[src/rtl/psc_pkg.sv]
package psc_pkg;
  typedef enum logic {
    FMT_LEGACY   = 1'b0,
    FMT_EXTENDED = 1'b1
  } psc_fmt_e;

  localparam int FIELD_W     = 8;
  localparam int EXT_MAX_DIV = 15 * 128;
  localparam int LEG_MAX_DIV = 30;
endpackage

[src/rtl/psc_decode.sv]
module psc_decode
  import psc_pkg::*;
#(
  parameter psc_fmt_e FMT     = FMT_EXTENDED,
  parameter int       MIN_DIV = 4,
  parameter int       DIV_W   = 11
) (
  input  logic [FIELD_W-1:0] field,
  output logic [DIV_W-1:0]   div
);
  logic [DIV_W-1:0] raw;

  generate
    if (FMT == FMT_EXTENDED) begin : g_ext
      logic [3:0] mant;
      logic [2:0] expo;
      logic       unused_mode_bit;
      assign mant            = field[3:0];
      assign expo            = {field[7:6], field[4]};
      assign unused_mode_bit = field[5];
      assign raw             = DIV_W'(mant) << expo;
    end else begin : g_leg
      logic       unused_hi;
      assign unused_hi = ^field[7:5];
      // field = 0x10 + div/2, so a clear bit 4 is not a valid code
      assign raw = field[4] ? DIV_W'({field[3:0], 1'b0}) : '0;
    end
  endgenerate

  assign div = (raw < DIV_W'(MIN_DIV)) ? DIV_W'(MIN_DIV) : raw;
endmodule

[src/rtl/psc_hold.sv]
module psc_hold #(
  parameter int MIN_DIV = 4,
  parameter int DIV_W   = 11
) (
  input  logic             clk,
  input  logic             rst_n,
  input  logic             idle,
  input  logic [DIV_W-1:0] div_in,
  output logic [DIV_W-1:0] div_q
);
  always_ff @(posedge clk or negedge rst_n) begin
    if (!rst_n)    div_q <= DIV_W'(MIN_DIV);
    else if (idle) div_q <= div_in;
  end
endmodule

[src/rtl/psc_halfgen.sv]
module psc_halfgen #(
  parameter int DIV_W = 11
) (
  input  logic             clk,
  input  logic             rst_n,
  input  logic             idle,
  input  logic             start,
  input  logic [DIV_W-1:0] div,
  output logic             tick,
  output logic             phase
);
  logic [DIV_W-1:0] cnt;
  logic [DIV_W-1:0] half_lo;
  logic [DIV_W-1:0] half_hi;
  logic [DIV_W-1:0] target;

  assign half_lo = div >> 1;
  assign half_hi = div - half_lo;
  assign target  = phase ? half_hi : half_lo;
  assign tick    = !idle && !start && (cnt == target - DIV_W'(1));

  always_ff @(posedge clk or negedge rst_n) begin
    if (!rst_n) begin
      cnt   <= '0;
      phase <= 1'b0;
    end else if (idle || start) begin
      cnt   <= '0;
      phase <= 1'b0;
    end else if (tick) begin
      cnt   <= '0;
      phase <= ~phase;
    end else begin
      cnt   <= cnt + DIV_W'(1);
    end
  end
endmodule

[src/rtl/spi_sck_prescaler.sv]
module spi_sck_prescaler
  import psc_pkg::*;
#(
  parameter psc_fmt_e FMT     = FMT_EXTENDED,
  parameter int       MIN_DIV = 4,
  localparam int      MAX_DIV = (FMT == FMT_EXTENDED) ? EXT_MAX_DIV : LEG_MAX_DIV,
  localparam int      DIV_W   = $clog2(MAX_DIV + 1)
) (
  input  logic               clk,
  input  logic               rst_n,
  input  logic [FIELD_W-1:0] prescale_field,
  input  logic               bus_idle,
  input  logic               word_start,
  output logic               half_tick,
  output logic               half_phase,
  output logic [DIV_W-1:0]   active_div
);
  logic [DIV_W-1:0] dec_div;

  psc_decode #(.FMT(FMT), .MIN_DIV(MIN_DIV), .DIV_W(DIV_W)) u_dec (
    .field (prescale_field),
    .div   (dec_div)
  );

  psc_hold #(.MIN_DIV(MIN_DIV), .DIV_W(DIV_W)) u_hold (
    .clk    (clk),
    .rst_n  (rst_n),
    .idle   (bus_idle),
    .div_in (dec_div),
    .div_q  (active_div)
  );

  psc_halfgen #(.DIV_W(DIV_W)) u_gen (
    .clk   (clk),
    .rst_n (rst_n),
    .idle  (bus_idle),
    .start (word_start),
    .div   (active_div),
    .tick  (half_tick),
    .phase (half_phase)
  );
endmodule

[config.mk]
export PLATFORM = sky130hd
export DESIGN_NAME = spi_sck_prescaler
export DESIGN_NICKNAME = d
export VERILOG_FILES = /design/src/rtl/psc_pkg.sv /design/src/rtl/psc_decode.sv /design/src/rtl/psc_hold.sv /design/src/rtl/psc_halfgen.sv /design/src/rtl/spi_sck_prescaler.sv
export SDC_FILE = /design/constraint.sdc
export NUM_CORES = 1
export LEC_CHECK = 0
export ABC_CLOCK_PERIOD_IN_PS = 4800
export BUFFER_PORTS_ARGS = -buffer_cell sky130_fd_sc_hd__buf_2
export CAP_MARGIN = 10
export CELL_PAD_IN_SITES_DETAIL_PLACEMENT = 0
export CELL_PAD_IN_SITES_GLOBAL_PLACEMENT = 1
export CORE_MARGIN = 2
export CORE_UTILIZATION = 46
export DETAILED_ROUTE_END_ITERATION = 8
export MAX_ROUTING_LAYER = met4
export PLACE_DENSITY_LB_ADDON = 0.2
export SYNTH_ARGS = -nofsm -noshare
export SYNTH_HDL_FRONTEND = slang
export SYNTH_HIERARCHICAL = 1
export SYNTH_SLANG_ARGS = --single-unit
export TNS_END_PERCENT = 10
[constraint.sdc]
create_clock -name clk -period 4.8 [get_ports clk]
set_input_delay 0.96 -clock clk [delete_from_list [all_inputs] [get_ports clk]]
set_output_delay 0.96 -clock clk [all_outputs]
set_load 0.03 [all_outputs]
* After elaboration in Yosys (flattened, before gate mapping)
Index checks and enable logic that the tools add are counted.
** Operators by class
- $mul :: 0
- $add $sub $neg :: 3
- Equal/unequal tests :: 1
- Bitwise gates (word level) :: 1
- $lt $le $gt $ge :: 1
- Mux-type cells :: 6
- Reductions and logical operators :: 6
- Divide/modulo/power cells :: 0
- Shifts and indexed selects :: 1
** Operator list (count)
- $mux 11 :: 4
- $add 11x1->11 const B :: 1
- $eq 11x11->1 :: 1
- $lt 11x3->1 const B :: 1
- $shl 4x3->11 :: 1
- $sub 11x1->11 const B :: 1
- $sub 11x10->11 :: 1
- $logic_and 1x1->1 :: 2
- $logic_not 1->1 :: 2
- $mux 1 :: 2
- $reduce_bool 2->1 :: 1
- $logic_or 1x1->1 :: 1
- $not 1->1 :: 1
** Word-level totals
- ROM bits :: 0
- Latch bits :: 0
- RAM bits :: 0
- Memories kept :: 0
- Register bits after elaboration :: 23

* Logic depth before layout (Yosys ltp)
Gate-level depths: netlist of run 1.
- Depth after elaboration :: 7
- Gate-level depth with buffers :: 15

* Hierarchy
Netlist of run 1, hierarchy kept.
** By module, submodules not included
- psc_halfgen :: cells an instance 225, instances 1, area each 1856.8 um^2
- psc_hold :: cells an instance 23, instances 1, area each 449.2 um^2
- psc_decode :: cells an instance 51, instances 1, area each 330.3 um^2

* Least setup slack after synthesis of run 1
Ideal clock, no wire load.
- Path type :: register to output
- Start :: register u_hold.div_q[0]
- End :: output half_tick
- Path slack :: -0.122 ns
- Path buffers :: 0
- Arrival :: 3.962 ns
- Cell stages (with the launch flop) :: 16
- Required time :: 3.840 ns
- Cells stage by stage :: dfrtp_1 inv_1 ha_1 fa_1 nand2_1 o21ai_0 ha_1 o211ai_1 nor4_1 nand4_1 or2_1 nor3_1 xnor2_1 nand4_2 or2_1 nor3_1
** On the way
- Longest elaborated chain between the ends :: 5
** Ends and longest elaborated chain
- start, declared :: RTL line psc_hold.sv:9 : output logic [DIV_W-1:0] div_q
- start signal, assigned :: RTL line psc_hold.sv:12 : if (!rst_n) div_q <= DIV_W'(MIN_DIV);
- start signal, assigned :: RTL line psc_hold.sv:13 : else if (idle) div_q <= div_in;
- $sub 11x10->11 :: RTL line psc_halfgen.sv:18 : assign half_hi = div - half_lo;
- $mux 11 :: RTL line psc_halfgen.sv:19 : assign target = phase ? half_hi : half_lo;
- $sub 11x1->11 :: RTL line psc_halfgen.sv:20 : assign tick = !idle && !start && (cnt == target - DIV_W'(1));
- $eq 11x11->1 :: RTL line psc_halfgen.sv:20
- $logic_and 1x1->1 :: RTL line psc_halfgen.sv:20
- end, declared :: RTL line spi_sck_prescaler.sv:14 : output logic half_tick,
No other way between the ends.

* Worst setup path in the final report of run 1
- Start :: register u_hold.div_q[2]
- End :: output half_tick
** On the way
- Longest elaborated chain between the ends :: 5
** Ends and longest elaborated chain (RTL line)
- $sub 11x10->11 :: psc_halfgen.sv:18
- $mux 11 (*) :: psc_halfgen.sv:19
- $sub 11x1->11 (*) :: psc_halfgen.sv:20
- $eq 11x11->1 (*) :: psc_halfgen.sv:20
- $logic_and 1x1->1 (*) :: psc_halfgen.sv:20
Mark *: on every way between the ends. The rest lies on a longest branch, timed or not.

==> results of run 1 <==
## area by class of cell
cell class	instances	area, sq um
fill	527	2400
clock buffer	3	41.3
timing repair buffer	50	320
inverter	19	71.3
clock inverter	1	5.00
multi-input combinational	244	2010
tap	72	90.1
sequential	23	577
## final timing paths
| path | from | endpoint | slack [ns] | depth (start not counted) |
|---|---|---|---|---|
| setup / recovery | u_hold/div_q[2] | half_tick | 0.08 | 14 |
| hold / removal | u_gen/cnt[0] | u_gen/cnt[0] | 0.55 | 1 |
| max in group asynchronous | rst_n | u_hold/div_q[2] | 3.78 | 1 |
| min in group asynchronous | rst_n | u_hold/div_q[0] | 0.66 | 1 |
| setup reg to reg | u_hold/div_q[2] | u_gen/cnt[10] | 0.99 | 16 |
| hold reg to reg | u_gen/cnt[0] | u_gen/cnt[0] | 0.55 | 1 |
## worst max-delay path, stage by stage, from the launching register on
cell and delay (ns):
dfstp_2 0.62, buf_4 0.14, fa_2 0.44, a41oi_2 0.34, buf_4 0.18, xor2_1 0.19, nand3_1 0.10, o311ai_1 0.10
a32oi_1 0.10, a2111oi_0 0.43, buf_4 0.19, nand4_2 0.11, or2_4 0.28, nor3_2 0.11, buf_4 0.18
## power by group through the flow
stage | combinational, mW | clock (mW) | sequential (mW)
6_report | 0.422 | 0.120 | 0.221
5_1_grt | 0.460 | 0.132 | 0.223
4_1_cts | 0.395 | 0.124 | 0.221
3_5_place_dp | 0.359 | 0 | 0.225
3_3_place_gp | 0.357 | 0 | 0.224
2_1_floorplan | 0.262 | 0 | 0.238
## metal layers
metal	track usage	routed length, um	vias to the layer above
li1	-	-	1188
met1	0.273	3080	1124
met2	0.362	3200	23
met3	0.0136	81	2
met4	0.0500	34	0
met5	-	0	-
## layout by cell type, fill, tap and decap left out, types with 3 or more instances in the layout
| cell | count |
|---|---|
| nor2_1 | 34 |
| buf_4 | 28 |
| buf_2 | 22 |
| dfrtp_1 | 22 |
| nand2_1 | 19 |
| inv_1 | 17 |
| xnor2_1 | 12 |
| nand3_1 | 11 |
| mux2_4 | 10 |
| xor2_1 | 9 |
| ha_1 | 9 |
| a21oi_1 | 8 |
| nor3_1 | 8 |
| nand2b_1 | 7 |
| o21ai_0 | 6 |
| nand4_1 | 6 |
| o211ai_1 | 6 |
| mux2i_1 | 5 |
| a211oi_1 | 5 |
| and3_1 | 4 |
| clkbuf_8 | 3 |
| mux2_2 | 3 |
| o22ai_1 | 3 |
| nor4_1 | 3 |
| or2_4 | 3 |
| nor3_2 | 3 |
## through the flow
stage / instances / util / area (sq um)
after floorplan: 299 / - / 2640
after global placement: 393 / 0.514 / 2830
after detailed placement: 393 / 0.514 / 2830
after CTS: 406 / 0.547 / 3010
after global routing: 412 / 0.565 / 3110
final: 412 / 0.565 / 3110
## state kept, by name, summed over array words and instances (netlist names)
register / cells
u_gen/phase: 1
u_hold/div_q: 11
u_gen/cnt: 11
## cells by family (layout without fill, tap and decap cells)
family / count (synthesis) / after routing / share of synthesized area
multiplexers: 18 / 18 / 0.0888
AND/OR/NAND/NOR: 121 / 121 / 0.252
AO/OA/AOI/OAI: 69 / 69 / 0.230
flip-flops: 23 / 23 / 0.219
buffers and inverters: 32 / 73 / 0.0669
XOR/XNOR: 23 / 23 / 0.0793
adder cells (fa/ha/maj): 13 / 13 / 0.0645
## timing repair
item | CTS | global route
resized for setup | 15 | 12
buffers inserted | 9 | 6
cloned | 0 | 0
endpoints found under the setup margin | 1 | 1
pin swaps | 11 | 9
hold endpoints to repair | 0 | 0
==> metrics, run 1 <==
outcome complete, no violations; vias in the first global route 2168; antenna-violating nets left 0; crit path kind reg -> out; CP max FO 7; Avg Cell Area, Syn 8.82 sq um; Final period util 0.984; WL/cell 15.5 um; die width 79.7 um; Die Height 79.7 um; Yosys Warn Count 6; register bit count reported by yosys 23; Top FF cell, synth dfrtp_1; RSZ-0062 raised after global routing true; cell taking the most area after synthesis dfrtp_1; Comb power frac 0.554; CTS tree done; largest net degree at the start of global routing 24; final hold vios 0; Final Critical Period 4.72 ns; P per Cell Area 245 nW/um^2; # H-tree levels 1; Power Total 0.762 mW; endpoint class of the critical path primary output; post-synth top area share 0.209; dpl hpwl 4760 um; GPL Wtd Cong 0.827; Least-Margin Pin Slew 0.531 ns; vias post-DR 2337; most frequent cell after synthesis nor2_1; mapped cell area 2640 sq um; final setup margin 0.0784 ns; Vias/cell 5.67; synthesis-to-finish area growth 18.0%; CP required 3.84 ns; post-synthesis sequential area ratio 0.219; clock sink count 23; root buffer cell clkbuf_8; clk slew on worst S/H paths 0.08 ns; hold_buf cts 0; Post-synth EDFFs 0; clock skew 0.00605 ns; DR DRC count 0; total core area 5510 sq um; initial core utilization 0.479; top cells by count, synth nor2_1, dfrtp_1, nand2_1, inv_1, xnor2_1; Leakage 1.35 nW; clock share of power 0.157; die area 6350 sq um; Slew Limit Fails 0; Mapped Nets 324; P_int 0.451 mW; Net Sw Power 0.312 mW; initial antenna violation count 0; fin nets 366; Reg power frac 0.289; Worst VDD drop 0.163 mV; clk_lat worst skew 0.26 ns; largest cells by area after synthesis dfrtp_1, ha_1, mux2_4; wire length of the first global-routing pass 10300 um; Worst setup SP type register; port buffer count 23; grt ovf 0; share of layout cells above drive strength 1 0.335; post-synthesis cell type count 76; CTS Buf Count 3; drt initial violations 113; FFs w/ async S/R, synth 1.00; Rows 27; Clock Path Buffers 2; Setup Viol. Count Final 0; MaxCap Viol Count 0; IO Count 25; Antenna Cells 0; pre-CTS setup slack 0.0748 ns; Routed WL 6400 um; Pre-antenna DRT Iters 4; Max-slew headroom 0.644; setup_tns 0 ns; GR Util All Layers 0.211; Syn Inst Count 299; arrival time worst endpoint 3.76 ns; switching fraction of total power 0.409; HP Class reg -> reg; fmax 0.212 GHz; Min Hold Slack 0.552 ns
Power figures use the tool's default switching activity.
==> run 2, diff against run 1 <==
- CORE_ASPECT_RATIO: not set -> 1.2
==> metrics, run 2 (synthesized netlist as in run 1, its figures left out) <==
CP max-delay cell dfstp_2; dpl hpwl 4610 um (-3.0%); clk slew on worst S/H paths 0.09 ns (about the same); Rows 30 (+11%); Max-slew headroom 0.625 (-0.0197); WP buf/inv 2 (-2); CP peak stage delay 0.61 ns (about the same); cell mode on critical path nor4_4; clock skew 0.00309 ns (-0.00295 ns); Worst setup SP type register; Leakage 1.28 nW (-4.7%); setup_tns 0 ns (unchanged); critical-path cell list inv_1, ha_1, nor2b_4, o2111a_1, nor4_4, nand4_1, or3_4, a2111o_1, o311ai_2, nor4_4, or2_1, nor3_2, buf_4; final setup margin 0.0664 ns (-0.0120 ns); die area 6360 sq um (about the same); grt ovf 0 (unchanged); share of layout cells above drive strength 1 0.286 (-0.0496); biggest regs u_gen/cnt: 11 flops, u_hold/div_q: 11 flops, u_gen/phase: 1 flops; Antenna Cells 0 (unchanged); CTS Buf Count 3 (unchanged); hold_buf cts 0 (unchanged); fmax 0.211 GHz (-0.25%); CP top delay family simple AND/OR/NAND/NOR gates; clock sink count 23 (unchanged); CP required 3.84 ns (about the same); Die Height 86.9 um (+9.1%); Sequential cell area 577 sq um (unchanged); clk_lat worst skew 0.26 ns (about the same); DR DRC count 0 (unchanged); antenna-violating nets left 0 (unchanged); MaxCap Viol Count 0 (unchanged); initial core utilization 0.471 (-0.00739); Worst VDD drop 0.100 mV (-38%); crit path from u_hold/div_q[2]; # H-tree levels 1 (unchanged); synthesis-to-finish area growth 12.2%; CP max FO 6 (-1); final hold vios 0 (unchanged); Final period util 0.986 (+0.00250); die width 73.1 um (-8.3%); RSZ-0062 raised after global routing true; initial antenna violation count 0 (unchanged); port buffer count 23 (unchanged); CTS tree done; root buffer cell clkbuf_8; GPL Wtd Cong 0.772 (-6.7%); Worst R2R Start u_hold/div_q[2]; fin nets 355 (-3.0%); Vias/cell 5.77 (+1.7%); crit path kind reg -> out; worst reg2reg path endpoint u_gen/cnt[1]; Least-Margin Pin Slew 0.563 ns (+0.0327 ns); Worst Setup EP half_tick; commonest non-fill, non-tap cells in the layout nor2_1, buf_2, dfrtp_1, nand2_1, inv_1; commonest non-fill, non-tap cell in the layout nor2_1; HP Class reg -> reg; Slew Limit Fails 0 (unchanged); endpoint class of the critical path primary output; WL/cell 15.2 um (-1.9%); critical path depth 13 (-1); vias in the first global route 2164 (-0.18%); # fillers 542 (+2.8%); pre-CTS setup slack 0.0967 ns (+0.0219 ns); IO Count 25 (unchanged); Setup Viol. Count Final 0 (unchanged); r2r setup slk 1.17 ns (+0.18 ns); Min Hold Slack 0.546 ns (-0.00603 ns); vias post-DR 2268 (-3.0%); Reg2Reg Depth 13 (-3); outcome complete, no violations; Power Total 0.727 mW (-4.6%); Final Critical Period 4.73 ns (+0.0120 ns); Routed WL 5990 um (-6.4%); arrival time worst endpoint 3.77 ns (about the same); Clock Path Buffers 2 (unchanged); drt initial violations 92 (-19%); P per Cell Area 246 nW/um^2 (+0.28%); largest net degree at the start of global routing 24 (unchanged); total core area 5590 sq um (+1.6%); multi-input logic area 1950 sq um (-3.0%); GR Util All Layers 0.203 (-0.00812); wire length of the first global-routing pass 10100 um (-2.4%); Pre-antenna DRT Iters 4 (unchanged)
run 2: worst min path at each step:
stage                         endpoint         start  depth (start not counted)
after floorplan           u_gen/cnt[0]  u_gen/cnt[0]                          1
after global placement    u_gen/cnt[0]  u_gen/cnt[0]                          1
after CTS                 u_gen/cnt[0]  u_gen/cnt[0]                          1
after detailed placement  u_gen/cnt[0]  u_gen/cnt[0]                          1
final                     u_gen/cnt[0]  u_gen/cnt[0]                          1
after global routing      u_gen/cnt[0]  u_gen/cnt[0]                          1
run 2: where the power goes:
part           internal [mW]  total, mW  switching (mW)
Sequential             0.204      0.218          0.0141
Clock                 0.0580      0.123          0.0654
Combinational          0.167      0.385           0.218
run 2: worst reg2reg max path: cells and delay by family (launching register included):
kind / cells / cell delay, ns
flops: 1 / 0.61
buf+inv: 2 / 0.21
compound gates: 3 / 0.85
simple gates: 7 / 1.62
fa+ha+maj: 1 / 0.26
run 2: metrics by stage:
stage                     area [sq um]  std cells  utilization
final                             2960        393        0.529
after global routing              2960        393        0.529
after CTS                         2910        392        0.520
after detailed placement          2800        382        0.500
after global placement            2800        382        0.500
after floorplan                   2640        299            -
run 2: area by class of cell:
type / count / share of cell area
Multi-Input combinational cell: 244 / 0.658
Sequential cell: 23 / 0.195
Tap cell: 64 / 0.0271
Clock inverter: 1 / 0.00169
Timing Repair Buffer: 39 / 0.0804
Inverter: 19 / 0.0241
Clock buffer: 3 / 0.0140
run 2: repair_timing:
| item | CTS | global route |
|---|---|---|
| pin swaps | 4 | 3 |
| cloned | 0 | 0 |
| resized for setup | 6 | 9 |
| endpoints found under the setup margin | 1 | 1 |
| setup buffers | 6 | 1 |
run 2: per-layer routing:
metal | track usage | vias to the layer above | part of all wire
met5 | - | - | 0
met4 | 0.0572 | 0 | 0.016
met3 | 0.0162 | 6 | 0.017
met2 | 0.357 | 30 | 0.53
met1 | 0.245 | 1074 | 0.44
li1 | - | 1158 | -
